`src/rtl/i2c_scl_rate_pkg.sv`:
```
package i2c_scl_rate_pkg;

    typedef enum logic [1:0] {
        PH_IDLE = 2'd0,
        PH_LOW  = 2'd1,
        PH_HIGH = 2'd2
    } phase_e;

endpackage

```
`src/rtl/i2c_scl_rate_div.sv`:
```
// Power-of-two reference tick divider with synchronous clear and gated advance.
module i2c_scl_rate_div #(
    parameter int SEL_W = 3
) (
    input  logic             clk,
    input  logic             rst_n,
    input  logic             clear,
    input  logic             advance,
    input  logic [SEL_W-1:0] sel,
    output logic             tick_raw
);
    localparam int DIV_W = (1 << SEL_W) - 1;

    logic [DIV_W-1:0] cnt_d, cnt_q;
    logic [DIV_W-1:0] mask;

    always_comb begin
        for (int i = 0; i < DIV_W; i++) begin
            mask[i] = (i < int'(sel));
        end
        tick_raw = (cnt_q == mask);
        cnt_d    = cnt_q;
        if (clear) begin
            cnt_d = '0;
        end else if (advance) begin
            cnt_d = tick_raw ? '0 : cnt_q + 1'b1;
        end
    end

    always_ff @(posedge clk or negedge rst_n) begin
        if (!rst_n) begin
            cnt_q <= '0;
        end else begin
            cnt_q <= cnt_d;
        end
    end

endmodule

```
`src/rtl/i2c_scl_rate_filt.sv`:
```
// Two-stage synchroniser followed by a filter that needs two equal samples.
module i2c_scl_rate_filt #(
    parameter logic RST_VAL = 1'b1
) (
    input  logic clk,
    input  logic rst_n,
    input  logic line_in,
    output logic line_filt
);
    typedef struct packed {
        logic s0;
        logic s1;
        logic prev;
        logic filt;
    } filt_t;

    filt_t d, q;

    always_comb begin
        d      = q;
        d.s0   = line_in;
        d.s1   = q.s0;
        d.prev = q.s1;
        if (q.s1 == q.prev) begin
            d.filt = q.s1;
        end
    end

    always_ff @(posedge clk or negedge rst_n) begin
        if (!rst_n) begin
            q <= '{s0: RST_VAL, s1: RST_VAL, prev: RST_VAL, filt: RST_VAL};
        end else begin
            q <= d;
        end
    end

    assign line_filt = q.filt;

endmodule

```
`src/rtl/i2c_scl_rate_gen.sv`:
```
module i2c_scl_rate_gen
    import i2c_scl_rate_pkg::*;
#(
    parameter int SEL_W      = 3,
    parameter int PER_W      = 5,
    parameter int OVH_BYPASS = 4,
    parameter int OVH_DIV    = 3
) (
    input  logic             clk,
    input  logic             rst_n,
    input  logic             run,
    input  logic [SEL_W-1:0] div_sel,
    input  logic [PER_W-1:0] low_per,
    input  logic [PER_W-1:0] high_per,
    input  logic             scl_in,
    output logic             scl_pull_low,
    output logic             low_begin,
    output logic             high_begin
);
    localparam int MAX_OVH = (OVH_BYPASS > OVH_DIV) ? OVH_BYPASS : OVH_DIV;
    localparam int LEN_W   = $clog2((1 << PER_W) + MAX_OVH);

    typedef struct packed {
        phase_e             phase;
        logic [LEN_W-1:0]   cnt;
        logic [LEN_W-1:0]   len;
        logic [SEL_W-1:0]   sel;
        logic               lo_stb;
        logic               hi_stb;
    } gen_t;

    gen_t d, q;
    logic counting;
    logic div_clear;
    logic div_tick;
    logic tick;
    logic last;
    logic scl_filt;

    function automatic logic [LEN_W-1:0] phase_len(input logic [PER_W-1:0] per,
                                                   input logic [SEL_W-1:0] s);
        logic [LEN_W-1:0] p;
        p = (per == '0) ? LEN_W'(1) : LEN_W'(per);
        return p + ((s == '0) ? LEN_W'(OVH_BYPASS) : LEN_W'(OVH_DIV));
    endfunction

    i2c_scl_rate_filt #(.RST_VAL(1'b1)) u_filt (
        .clk       (clk),
        .rst_n     (rst_n),
        .line_in   (scl_in),
        .line_filt (scl_filt)
    );

    i2c_scl_rate_div #(.SEL_W(SEL_W)) u_div (
        .clk      (clk),
        .rst_n    (rst_n),
        .clear    (div_clear),
        .advance  (counting),
        .sel      (q.sel),
        .tick_raw (div_tick)
    );

    always_comb begin
        d         = q;
        d.lo_stb  = 1'b0;
        d.hi_stb  = 1'b0;
        counting  = 1'b0;
        div_clear = 1'b0;
        tick      = 1'b0;
        last      = (q.cnt == q.len - 1'b1);
        unique case (q.phase)
            PH_IDLE: begin
                div_clear = 1'b1;
                if (run) begin
                    d.phase  = PH_LOW;
                    d.cnt    = '0;
                    d.len    = phase_len(low_per, div_sel);
                    d.sel    = div_sel;
                    d.lo_stb = 1'b1;
                end
            end
            PH_LOW: begin
                counting = 1'b1;
                tick     = div_tick;
                if (tick) begin
                    if (last) begin
                        d.phase   = PH_HIGH;
                        d.cnt     = '0;
                        d.len     = phase_len(high_per, div_sel);
                        d.sel     = div_sel;
                        d.hi_stb  = 1'b1;
                        div_clear = 1'b1;
                    end else begin
                        d.cnt = q.cnt + 1'b1;
                    end
                end
            end
            PH_HIGH: begin
                if (!scl_filt) begin
                    d.cnt     = '0;
                    div_clear = 1'b1;
                end else begin
                    counting = 1'b1;
                    tick     = div_tick;
                    if (tick) begin
                        if (last) begin
                            d.phase   = PH_LOW;
                            d.cnt     = '0;
                            d.len     = phase_len(low_per, div_sel);
                            d.sel     = div_sel;
                            d.lo_stb  = 1'b1;
                            div_clear = 1'b1;
                        end else begin
                            d.cnt = q.cnt + 1'b1;
                        end
                    end
                end
            end
            default: begin
                d.phase = PH_IDLE;
            end
        endcase
        if (!run) begin
            d.phase   = PH_IDLE;
            d.cnt     = '0;
            d.lo_stb  = 1'b0;
            d.hi_stb  = 1'b0;
            div_clear = 1'b1;
        end
    end

    always_ff @(posedge clk or negedge rst_n) begin
        if (!rst_n) begin
            q <= '{phase: PH_IDLE, cnt: '0, len: '0, sel: '0, lo_stb: 1'b0, hi_stb: 1'b0};
        end else begin
            q <= d;
        end
    end

    assign scl_pull_low = (q.phase == PH_LOW);
    assign low_begin    = q.lo_stb;
    assign high_begin   = q.hi_stb;

endmodule

```
`config.mk`:
```
export PLATFORM = sky130hd
export DESIGN_NAME = i2c_scl_rate_gen
export DESIGN_NICKNAME = d
export VERILOG_FILES = /design/src/rtl/i2c_scl_rate_pkg.sv /design/src/rtl/i2c_scl_rate_div.sv /design/src/rtl/i2c_scl_rate_filt.sv /design/src/rtl/i2c_scl_rate_gen.sv
export SDC_FILE = /design/constraint.sdc
export NUM_CORES = 1
export LEC_CHECK = 0
export BUFFER_PORTS_ARGS = -buffer_cell sky130_fd_sc_hd__buf_2
export CORE_ASPECT_RATIO = 0.7
export CORE_MARGIN = 2
export CORE_UTILIZATION = 54
export DETAILED_ROUTE_END_ITERATION = 12
export GPL_TIMING_DRIVEN = 0
export PLACE_DENSITY = 0.85
export SYNTH_ARGS = -nofsm -noshare
export SYNTH_HDL_FRONTEND = slang
export SYNTH_SLANG_ARGS = --single-unit
```
`constraint.sdc`:
```
create_clock -name clk -period 2.4 [get_ports clk]
set_clock_uncertainty 0.15 [all_clocks]
set_input_delay 0.24 -clock clk [delete_from_list [all_inputs] [get_ports clk]]
set_output_delay 0.24 -clock clk [all_outputs]
set_load 0.02 [all_outputs]
```
==> impl_results.md, run 1 <==
* Number of global-route vias before repair at 2093
* Core box area at between 0.003 and 0.004 mm²
* WHS Path Cells at 3
* DRT iter0 DRCs at approximately 120
* Setup repair after global routing missed its margin: true
* Clock Tree Buf Depth at 2
* Root buf cell: clkbuf_8
* Worst-path cell chain: inv_2, ha_4, or2b_1, o211ai_1, o211ai_1, buf_4, a211o_4, o31ai_4, nand3_4, mux2_4
* Clock power share at 22.0%
* Flop pwr share at 22.9%
* Antenna diodes at 0
* 1st-pass router iterations at 4
* Leak at 1.29 nW
* FF-to-FF End: q[7]
* Vias after detailed routing at 2153
* R2r startpoint: q[5]
* Synth async-reset ratio at 100%
* Worst Reg-to-Reg Cells at 10
* Initial antenna violation count at 0
* Internal power at 1.76 mW
* GRT overflow at 0
* Fin cells at 360
* Ys flop type: dfrtp_1
* WL met3 at 308 µm
* Yosys reg bits at 30
* Max VDD drop at just under 0.7 mV
* Failing checks: negative setup slack
* H-Tree Depth at 2
* First-pass GRT wire length at 9900 µm
* Num CTS Buffers at 5
* Fin crit share at 112%
* CP Data Arrival Time at 2.72 ns
* Wl on met1 at approximately 2700 µm
* Final WS setup at -0.300 ns
* CTS tree: built
* Row count at 19
* Highest metal used: met4
* Final hold vios at 0
* Yosys top cell area share at between 20% and 30%
* Number of max-cap violations at 0
* Inst Count DP at 332
* Yosys top cell by area: dfrtp_1
* Final WL at 6060 µm
* HP Class: in -> reg
* R2R Setup Slk at -0.30 ns
* Die width at around 82 µm
* WP data required at between 2 and 2.5 ns
* Gr usage total at about 27%
* Post-layout nets at 340
* Post-Syn Instances at 261
* Clk sinks at 30
* Slowest stage delay, CP at 0.39 ns
* Initial core utilization at between 50% and 60%
* Ports at 20
* Register area share after synthesis at 33.0%
* Switching pwr at 1.22 mW
* Placer Congestion at 0.923
* Final antenna-violating net count at 0
* Worst-skew pair later-pin latency at 0.29 ns
* Final setup violation count at 24
* Die area at about 0.0048 mm²
* Number of synthesized flops with an enable pin at 0
* WL per Instance at 16.8 µm
* Worst Max-Slew Pin Slew at 0.690 ns
* Post-synthesis net count at 294
* Comb power frac at 55.1%
* Synth cell types at between 50 and 60
* Startpoint Class: flip-flop
* Peak Freq at 370 MHz
* Pwr dens at 1010 mW/mm²
* Worst Setup SP: q[5]
* Biggest fanout along the worst timing path at 8
* Layout cells sized above 1 at approximately a third
* Synth Warn # at 0
* Sw Share at 40.9%
* Setup WS pre-CTS at -0.342 ns
* Slew Viols, Final at 0
* Status: finished, violations left
* Syn Area/Cell at 8.78 µm²
* Worst setup EP type: flip-flop
* Die H at ~59 µm
* Worst-path clk slew at around 0.07 ns
* Slew headroom at 54.0%
* Post-DP HPWL at 3880 µm
* Post-route DRC at 0
* DR vias/cell at 5.98
* CP max stage cell: dfrtp_1
* Top cell by count, worst path: o211ai_1
* Crit Path Class: reg -> reg
* Metal2 WL at 2880 µm
* Fin crit period at about 2.7 ns
* Top cells by area, synth: dfrtp_1 28%, ha_1 7.6%, dfstp_2 4.6%
* Area growth syn-to-layout at 29.1%
* Synthesized area at about 0.0023 mm²
* Hold Path End: low_begin
* Port Buf Inserts at 19
* Worst hold start: run
* Pin count of the biggest net entering global routing at 31
power by group through the flow:
stage	Sequential (mW)	Combinational [mW]	Clock, mW
after global placement	0.677	1.14	0
final	0.682	1.64	0.655
after CTS	0.676	1.48	0.657
after floorplan	0.667	0.919	0
after global routing	0.694	1.78	0.679
after detailed placement	0.683	1.17	0
worst max-delay path by stage:
stage                     cells past startpoint  endpoint  slack (ns)
after floorplan                               8      q[2]       -0.05
after global placement                        7     q[11]       -0.26
after detailed placement                      7     q[11]       -0.34
after CTS                                     7      q[7]       -0.24
after global routing                         10      q[7]       -0.37
final                                        10      q[7]       -0.30
cell usage after synthesis, types with 8 or more instances:
master,number
nand3_1,14
xnor2_1,8
ha_1,14
inv_1,19
a21oi_1,18
dfrtp_1,26
xor2_1,8
nor2_1,19
clkbuf_1,8
o21ai_0,16
nand2_1,24
sequential cells by signal, indices dropped and copies added (netlist names):
name and flops:
low_begin 1, u_filt.q 1, u_div.cnt_q 7, u_filt.d 2
high_begin 1, q 17, u_filt.line_filt 1
cells by family after synthesis:
group | Yosys count | synth area share, %
xor gates and xnor gates | 16 | 6.11
and+or+nand+nor | 93 | 21.5
AOI/OAI and AO/OA | 64 | 19.2
DFF | 30 | 33.0
muxes | 12 | 5.57
buffers and inverters | 29 | 4.86
adders and majority gates | 17 | 9.83
layout make-up:
class	count	area (µm²)
clock inverters	2	60.1
well taps	52	65.1
fillers	261	1030
inverters	19	71.3
repair buffers	39	278
plain buffers	10	41.3
multi-input cells	202	1600
flip-flops and latches	30	758
clock buffers	6	82.6
what timing repair did:
action,CTS,global route
hold buffers,2,0
pin swaps,11,12
endpoints found under the hold margin,27,0
setup endpoints to repair,24,25
buffers inserted,14,7
resized for setup,26,21
through the flow:
step | TNS [ns] | power, mW | instance area, µm² | util, % | hold WS, ns
global route | -6.98 | 3.15 | 2960 | 74.1 | 0.197
detailed placement | -5.54 | 1.86 | 2460 | 61.5 | 0.162
global placement | -4.07 | 1.81 | 2460 | 61.5 | 0.162
finish | -4.93 | 2.98 | 2960 | 74.1 | 0.173
floorplan | -0.301 | 1.59 | 2300 | - | -0.206
CTS | -3.14 | 2.81 | 2830 | 70.8 | 0.158
layout by cell type (no fill, tap or decap), types with 9 or more instances in the layout:
cell type  netlist  routed
dfrtp_1         26      24
nand2_1         24      23
buf_2            2      21
inv_1           19      17
nor2_1          19      16
o21ai_0         16      13
buf_4            0      13
ha_1            14      12
nand3_1         14      10
a21oi_1         18       9
layer usage:
| metal | global-route usage (%) | vias to the layer above |
|---|---|---|
| li1 | - | 1021 |
| met1 | 37.0 | 1040 |
| met2 | 45.1 | 72 |
| met3 | 4.91 | 20 |
| met4 | 8.10 | 0 |
| met5 | 0 | - |
worst max-delay path: cells and delay by family (launching register included):
| family | cells | cell delay, ns |
|---|---|---|
| buffers and inverters | 2 | 0.25 |
| AO/OA/AOI/OAI | 4 | 0.84 |
| flip-flops | 1 | 0.39 |
| adder cells (fa/ha/maj) | 1 | 0.17 |
| AND/OR/NAND/NOR | 2 | 0.43 |
| multiplexers | 1 | 0.35 |
Power figures use the tool's default switching activity.
==> inputs of run 2 (changes only) <==
--- a/config.mk
+++ b/config.mk
@@ -5,13 +5,14 @@
 export SDC_FILE = /design/constraint.sdc
 export NUM_CORES = 1
 export LEC_CHECK = 0
+export ABC_AREA = 1
 export BUFFER_PORTS_ARGS = -buffer_cell sky130_fd_sc_hd__buf_2
 export CORE_ASPECT_RATIO = 0.7
 export CORE_MARGIN = 2
-export CORE_UTILIZATION = 54
+export CORE_UTILIZATION = 55
 export DETAILED_ROUTE_END_ITERATION = 12
 export GPL_TIMING_DRIVEN = 0
-export PLACE_DENSITY = 0.85
+export PLACE_DENSITY = 0.86
 export SYNTH_ARGS = -nofsm -noshare
 export SYNTH_HDL_FRONTEND = slang
 export SYNTH_SLANG_ARGS = --single-unit
==> run 2 against run 1 <==
Compared with the run above:
- the run now ends clean
- hold slack worse by 0.067 ns
- cell count grew 24%
- sequential share of layout area up 0.62 points
- clock power shrank 27%
- fmax increased by 15%
- largest cell class unchanged
- die area rose by 6.0%
- non-clock buffer count decreased by 9
- combinational power rose by 11%
- critical endpoint unchanged
- first-iteration DRC count grew 42%
==> impl_results.md, run 2 <==
* Worst setup EP type: flip-flop (unchanged)
* Fillers at 365 (was 261)
* Yosys reg bits at 30 (unchanged)
* DR vias/cell at 5.41 (was 5.98)
* Layout cells sized above 1 at 19.4% (was 31.5%)
* Gr usage total at 23.3% (was 27.3%)
* Comb power frac at 59.7% (was 55.1%)
* Max VDD drop at 0.792 mV (was 0.686 mV)
* Num CTS Buffers at 5 (unchanged)
* First-pass GRT wire length at 9320 µm (was 9900 µm)
* Die area at 0.00508 mm² (was 0.00479 mm²)
* Fin crit share at 97.7% (was 112%)
* Synth Area in Adders at 9.07% (was 9.83%)
* Ports at 20 (unchanged)
* H-Tree Depth at 2 (unchanged)
* CP Data Arrival Time at 2.37 ns (was 2.72 ns)
* Worst hold start: div_sel[1] (was run)
* Largest register by flop count: q (unchanged)
* Vias after detailed routing at 2412 (was 2153)
* Final antenna-violating net count at 0 (unchanged)
* Fin crit period at 2.35 ns (was 2.70 ns)
* Register area share after synthesis at 30.4% (was 33.0%)
* Pin count of the biggest net entering global routing at 31 (unchanged)
* Status: completed (was finished, violations left)
* Peak Freq at 426 MHz (was 370 MHz)
* Compound-Gate Fraction of Synth Area at 11.2% (was 19.2%)
* Multiplexer area fraction after synthesis at 0% (was 5.57%)
* Post-synthesis net count at 389 (was 294)
* WL per Instance at 12.7 µm (was 16.8 µm)
* Biggest fanout along the worst timing path at 10 (was 8)
* Yosys top cell by area: dfrtp_1 (unchanged)
* Synth cell types at 38 (was 51)
* Row count at 20 (was 19)
* Synthesized area at 0.00248 mm² (was 0.00229 mm²)
* Area growth syn-to-layout at 16.2% (was 29.1%)
* Core box area at 0.00433 mm² (was 0.00399 mm²)
* 1st-pass router iterations at 5 (was 4)
* Worst-path cell chain: inv_2, ha_2, xnor2_1, nor2_1, nand3_2, nor2_4, nand2_4, nand2_4, nand3_4, buf_8, a21oi_2, a21oi_2 (was inv_2, ha_4, or2b_1, o211ai_1, o211ai_1, buf_4, a211o_4, o31ai_4, nand3_4, mux2_4)
* Startpoint Class: flip-flop (unchanged)
* Flop pwr share at 24.6% (was 22.9%)
* Synth cell count leaders: 107 x nand2_1, 42 x inv_1, 30 x nor2_1 (was 26 x dfrtp_1, 24 x nand2_1, 19 x inv_1, 19 x nor2_1, 18 x a21oi_1)
* Clk sinks at 30 (unchanged)
* Most common cell after layout, fill and taps aside: nand2_1 (was dfrtp_1)
* Worst Setup SP: q[5] (unchanged)
* Synth Warn # at 0 (unchanged)
* Die H at 60.2 µm (was 58.5 µm)
* R2r startpoint: q[5] (unchanged)
* Hold Slack at 0.105 ns (was 0.173 ns)
* Switching pwr at 1.46 mW (was 1.22 mW)
* Leak at 1.44 nW (was 1.29 nW)
* Yosys top cell area share at 26.2% (was 28.4%)
* Port Buf Inserts at 18 (was 19)
* Setup repair after global routing missed its margin: true (unchanged)
* HP Class: in -> reg (unchanged)
* Number of synthesized flops with an enable pin at 0 (unchanged)
* Crit Path Class: reg -> reg (unchanged)
* CTS tree: built (unchanged)
* Clock Tree Buf Depth at 2 (unchanged)
* Most frequent cells in the layout: 104 x nand2_1, 42 x inv_1, 30 x nor2_1 (was 24 x dfrtp_1, 23 x nand2_1, 21 x buf_2)
* Root buf cell: clkbuf_8 (unchanged)
* Antenna diodes at 0 (unchanged)
* DRT iter0 DRCs at 176 (was 124)
* Slew headroom at 54.7% (was 54.0%)
* Clock power share at 15.8% (was 22.0%)
* Internal power at 1.59 mW (was 1.76 mW)
* Pwr dens at 1060 mW/mm² (was 1010 mW/mm²)
* Die width at 84.3 µm (was 81.9 µm)
* CP max stage cell: dfrtp_2 (was dfrtp_1)
* Post-route DRC at 0 (unchanged)
* Final setup violation count at 0 (was 24)
* Post-Synth XOR/XNOR Area at 3.18% (was 6.11%)
* Synth async-reset ratio at 100% (unchanged)
* Fin cells at 446 (was 360)
* Syn Area/Cell at 6.97 µm² (was 8.78 µm²)
* Number of global-route vias before repair at 2057 (was 2093)
* Top cells by area, synth: dfrtp_1 26%, nand2_1 16%, ha_1 7.1% (was dfrtp_1 28%, ha_1 7.6%, dfstp_2 4.6%)
* Sw Share at 47.9% (was 40.9%)
* Post-layout nets at 423 (was 340)
* Simple-Gate Fraction of Synth Area at 36.0% (was 21.5%)
* Final hold vios at 0 (unchanged)
* Max reg flops at 17 (unchanged)
* Post-Syn Instances at 356 (was 261)
* Ys flop type: dfrtp_1 (unchanged)
* Inst Count DP at 429 (was 332)
* Worst Max-Slew Pin Slew at 0.679 ns (was 0.690 ns)
* Worst-path clk slew at 0.07 ns (about the same)
* Placer Congestion at 0.868 (was 0.923)
* Largest family of logic cells by synthesized area: simple AND/OR/NAND/NOR gates (unchanged)
* Initial antenna violation count at 0 (unchanged)
* GRT overflow at 0 (unchanged)
* WP buf/inv at 2 (unchanged)
* R2R Setup Slk at 0.05 ns (was -0.30 ns)
* Cell with the most instances after synthesis: nand2_1 (was dfrtp_1)
* Slowest stage delay, CP at 0.45 ns (was 0.39 ns)
* WP data required at 2.42 ns (about the same)
* Final WL at 5640 µm (was 6060 µm)
* Top cell family by delay on the critical path: simple AND/OR/NAND/NOR gates (was compound AO/OA/AOI/OAI gates)
* Worst-skew pair later-pin latency at 0.28 ns (was 0.29 ns)
* Post-DP HPWL at 4080 µm (was 3880 µm)
* Initial core utilization at 57.3% (was 57.4%)
* Slew Viols, Final at 0 (unchanged)
* Number of max-cap violations at 0 (unchanged)
## run 2: cell count changes in the layout (fill, tap and decap cells not counted), sizes merged, moves of 7 or more
cell	change
nand2	+85
nand4	+9
buf	-9
nor2	+15
a21oi	+7
nand3	+9
inv	+26
## run 2: per-layer routing
metal | GRT usage (%) | wire length, µm | part of all wire [%]
met4 | 7.14 | 53 | 0.94
met3 | 4.83 | 332 | 5.9
met5 | 0 | 0 | 0
met1 | 33.2 | 2710 | 48
met2 | 35.8 | 2550 | 45
## run 2: worst paths after layout
| path | to | cells after the start |
|---|---|---|
| worst max-delay path | q[7] | 12 |
| max in group asynchronous | q[5] | 2 |
| worst min register to register | u_filt.d[1] | 0 |
| worst min-delay path | q[3] | 3 |
| worst max register to register | q[7] | 12 |
| min in group asynchronous | q[9] | 2 |
## run 2: kinds of logic after synthesis
kind of cell / count (synthesis)
AO/OA/AOI/OAI: 48
XOR/XNOR: 9
AND/OR/NAND/NOR: 193
buffers and inverters: 59
adder cells (fa/ha/maj): 17
flip-flops: 30
## run 2: through the flow
stage               cell area [µm²]  setup slack, ns  utilization (%)  setup TNS [ns]  power [mW]
finish                         2880           0.0542             66.6               0        3.04
global route                   2880          -0.0443             66.6          -0.238        3.29
CTS                            2780           0.0258             64.3               0        2.86
detailed placement             2640           -0.702             61.0           -2.28        2.37
global placement               2640           -0.672             61.0           -2.08        2.31
floorplan                      2480           0.0140                -               0        2.02
## run 2: power groups by stage
stage,Sequential [mW],Clock [mW],Combinational [mW]
CTS,0.751,0.486,1.63
detailed placement,0.759,0,1.61
floorplan,0.731,0,1.29
global placement,0.753,0,1.56
finish,0.748,0.480,1.82
global route,0.759,0.511,2.02
## run 2: what timing repair did
action,CTS,global route
hold buffers,2,0
setup endpoints to repair,4,20
endpoints found under the hold margin,27,0
gates resized for setup,2,14
pin swaps,0,3
setup buffers,0,7
## run 2: cell type report
| class | instances | area [µm²] | share of cell area [%] |
|---|---|---|---|
| Multi-Input combinational cell | 267 | 1530 | 53.0 |
| Tap cell | 55 | 68.8 | 2.39 |
| Sequential cell | 30 | 757 | 26.2 |
| Timing Repair Buffer | 27 | 163 | 5.64 |
| Inverter | 46 | 173 | 5.99 |
| Clock buffer | 8 | 110 | 3.82 |
| Buffer | 13 | 83.8 | 2.91 |
## run 2: worst reg2reg max path: stages, from the launching register on
cell and delay (ns):
dfrtp_2 0.45, inv_2 0.08, ha_2 0.27, xnor2_1 0.12, nor2_1 0.14, nand3_2 0.11
nor2_4 0.28, nand2_4 0.13, nand2_4 0.08, nand3_4 0.09, buf_8 0.16, a21oi_2 0.12
a21oi_2 0.06
==> inputs of run 3 (changes only) <==
--- a/config.mk
+++ b/config.mk
@@ -7,12 +7,13 @@
 export LEC_CHECK = 0
 export ABC_AREA = 1
 export BUFFER_PORTS_ARGS = -buffer_cell sky130_fd_sc_hd__buf_2
+export CAP_MARGIN = 30
 export CORE_ASPECT_RATIO = 0.7
 export CORE_MARGIN = 2
-export CORE_UTILIZATION = 55
+export CORE_UTILIZATION = 60
 export DETAILED_ROUTE_END_ITERATION = 12
 export GPL_TIMING_DRIVEN = 0
-export PLACE_DENSITY = 0.86
+export PLACE_DENSITY = 0.76
 export SYNTH_ARGS = -nofsm -noshare
 export SYNTH_HDL_FRONTEND = slang
 export SYNTH_SLANG_ARGS = --single-unit
==> constraint.sdc (replaced) <==
create_clock -name clk -period 2.25 [get_ports clk]
set_clock_uncertainty 0.15 [all_clocks]
set_input_delay 0.225 -clock clk [delete_from_list [all_inputs] [get_ports clk]]
set_output_delay 0.225 -clock clk [all_outputs]
set_load 0.02 [all_outputs]
==> run 3 against run 2 <==
Compared with the run above:
- cell count down 0.45%
- first-iteration DRC count down 17%
- critical path depth unchanged
- die area is 7.9% lower
- sequential power grew 7.4%
- highest routed layer unchanged
==> impl_results.md, run 3 (same netlist as run 2, synthesis figures left out) <==
* Most common cell after layout, fill and taps aside: nand2_1 (unchanged)
* CTS tree: built (unchanged)
* Fillers at 328 (was 365)
* Clk sinks at 30 (unchanged)
* Ports at 20 (unchanged)
* Most frequent cells in the layout: 101 x nand2_1, 38 x inv_1, 29 x nor2_1 (was 104 x nand2_1, 42 x inv_1, 30 x nor2_1)
* Clock Tree Buf Depth at 2 (unchanged)
* Number of max-cap violations at 0 (unchanged)
* Post-DP HPWL at 4160 µm (was 4080 µm)
* Max reg flops at 17 (unchanged)
* Peak Freq at 452 MHz (was 426 MHz)
* Vias after detailed routing at 2374 (was 2412)
* First-pass GRT wire length at 9610 µm (was 9320 µm)
* Setup repair after global routing missed its margin: true (unchanged)
* HP Class: in -> reg (unchanged)
* Die H at 57.8 µm (was 60.2 µm)
* Setup WS pre-CTS at -0.443 ns (was -0.702 ns)
* Max VDD drop at 0.702 mV (was 0.792 mV)
* WP data required at 2.28 ns (was 2.42 ns)
* Leak at 1.45 nW (was 1.44 nW)
* Final WS setup at 0.0397 ns (was 0.0542 ns)
* Startpoint Class: flip-flop (unchanged)
* Slew headroom at 55.2% (was 54.7%)
* Final setup violation count at 0 (unchanged)
* Initial antenna violation count at 0 (unchanged)
* R2r startpoint: q[6] (was q[5])
* Largest register by flop count: q (unchanged)
* Post-layout nets at 424 (was 423)
* Fin crit period at 2.21 ns (was 2.35 ns)
* Initial core utilization at 62.9% (was 57.3%)
* Worst Max-Slew Pin Slew at 0.672 ns (was 0.679 ns)
* Placer Congestion at 0.883 (was 0.868)
* DR vias/cell at 5.35 (was 5.41)
* Power Total at 3.35 mW (was 3.04 mW)
* Worst hold start: div_sel[0] (was div_sel[1])
* Post-route DRC at 0 (unchanged)
* DRT iter0 DRCs at 146 (was 176)
* WL per Instance at 13.0 µm (was 12.7 µm)
* FF/Latch Area at 757 µm² (unchanged)
* Final antenna-violating net count at 0 (unchanged)
* GRT overflow at 0 (unchanged)
* Worst Setup SP: q[6] (was q[5])
* Die area at 0.00468 mm² (was 0.00508 mm²)
* Gr usage total at 26.7% (was 23.3%)
* Worst setup EP type: flip-flop (unchanged)
* Num CTS Buffers at 5 (unchanged)
* Pin count of the biggest net entering global routing at 31 (unchanged)
* 1st-pass router iterations at 5 (unchanged)
* Root buf cell: clkbuf_8 (unchanged)
* Pwr dens at 1150 mW/mm² (was 1060 mW/mm²)
* H-Tree Depth at 2 (unchanged)
* Layout cells sized above 1 at 22.2% (was 19.4%)
* CP Data Arrival Time at 2.24 ns (was 2.37 ns)
* Biggest fanout along the worst timing path at 6 (was 10)
* Area growth syn-to-layout at 17.8% (was 16.2%)
* Area of the multi-input gates at 0.00156 mm² (was 0.00153 mm²)
* Number of global-route vias before repair at 2125 (was 2057)
* Fin crit share at 98.2% (was 97.7%)
* Final WL at 5750 µm (was 5640 µm)
* Status: completed (unchanged)
* Crit Path Class: reg -> reg (unchanged)
* Worst-path clk slew at 0.06 ns (was 0.07 ns)
* Die width at 80.9 µm (was 84.3 µm)
* Slew Viols, Final at 0 (unchanged)
* Final hold vios at 0 (unchanged)
* Antenna diodes at 0 (unchanged)
* Port Buf Inserts at 18 (unchanged)
* Row count at 19 (was 20)
* Worst-skew pair later-pin latency at 0.29 ns (was 0.28 ns)
* Core box area at 0.00395 mm² (was 0.00433 mm²)
## run 3: cell types whose count changed in the layout (fill, tap and decap cells not counted), sizes merged
cell,previous run,this run
clkbuf,16,15
buf,30,31
clkinv,1,2
## run 3: final timing paths
path	end	slack, ns	cells after the start
worst min-delay path	q[2]	0.09	3
worst min register to register	u_filt.d[1]	0.21	0
worst max-delay path	q[6]	0.04	12
max in group asynchronous	q[5]	1.11	2
worst max register to register	q[6]	0.04	12
min in group asynchronous	q[17]	0.35	2
## run 3: power breakdown
| part | total, mW | internal, mW | switching (mW) |
|---|---|---|---|
| registers | 0.803 | 0.667 | 0.136 |
| logic | 2.09 | 0.826 | 1.27 |
| clock network | 0.456 | 0.246 | 0.209 |
| total | 3.35 | 1.74 | 1.61 |
## run 3: final cells by class
cell class                 count  share of cell area (%)
sequential                    30                    25.9
tap                           52                    2.23
clock buffer                   7                    2.95
clock inverter                 1                   0.171
buffer                        13                    2.87
multi-input combinational    267                    53.5
timing repair buffer          28                    6.42
inverter                      46                    5.99
## run 3: timing repair
item | in CTS | in global routing
pin swaps | 1 | 12
endpoints found under the hold margin | 27 | 0
resized for setup | 4 | 26
hold buffers | 2 | 0
gates cloned | 0 | 1
setup endpoints to repair | 16 | 24
setup buffers | 2 | 5
## run 3: per-layer routing
layer  part of all wire (%)  GRT usage (%)
met5                      0              0
met4                    1.3           6.54
met3                    4.6           6.23
met2                     43           38.4
met1                     51           40.7
## run 3: critical path: stages (launching register included)
cell,delay [ns]
dfrtp_1,0.42
inv_2,0.07
ha_4,0.24
xnor2_1,0.11
nor2_1,0.12
nand3_2,0.11
nor2_4,0.21
nand2_4,0.12
nand2_4,0.10
nand3_4,0.12
buf_8,0.17
a21oi_4,0.11
a21oi_2,0.06
## run 3: through the flow
stage          std cells  util [%]  cell area [µm²]  TNS [ns]  hold slack [ns]
2_1_floorplan        356         -             2490         0           -0.221
3_3_place_gp         426      67.0             2640    -0.972            0.156
3_5_place_dp         426      67.0             2640     -1.22            0.160
4_1_cts              438      70.5             2780         0           0.0835
5_1_grt              444      74.1             2920    -0.259            0.103
6_report             444      74.1             2920         0           0.0932
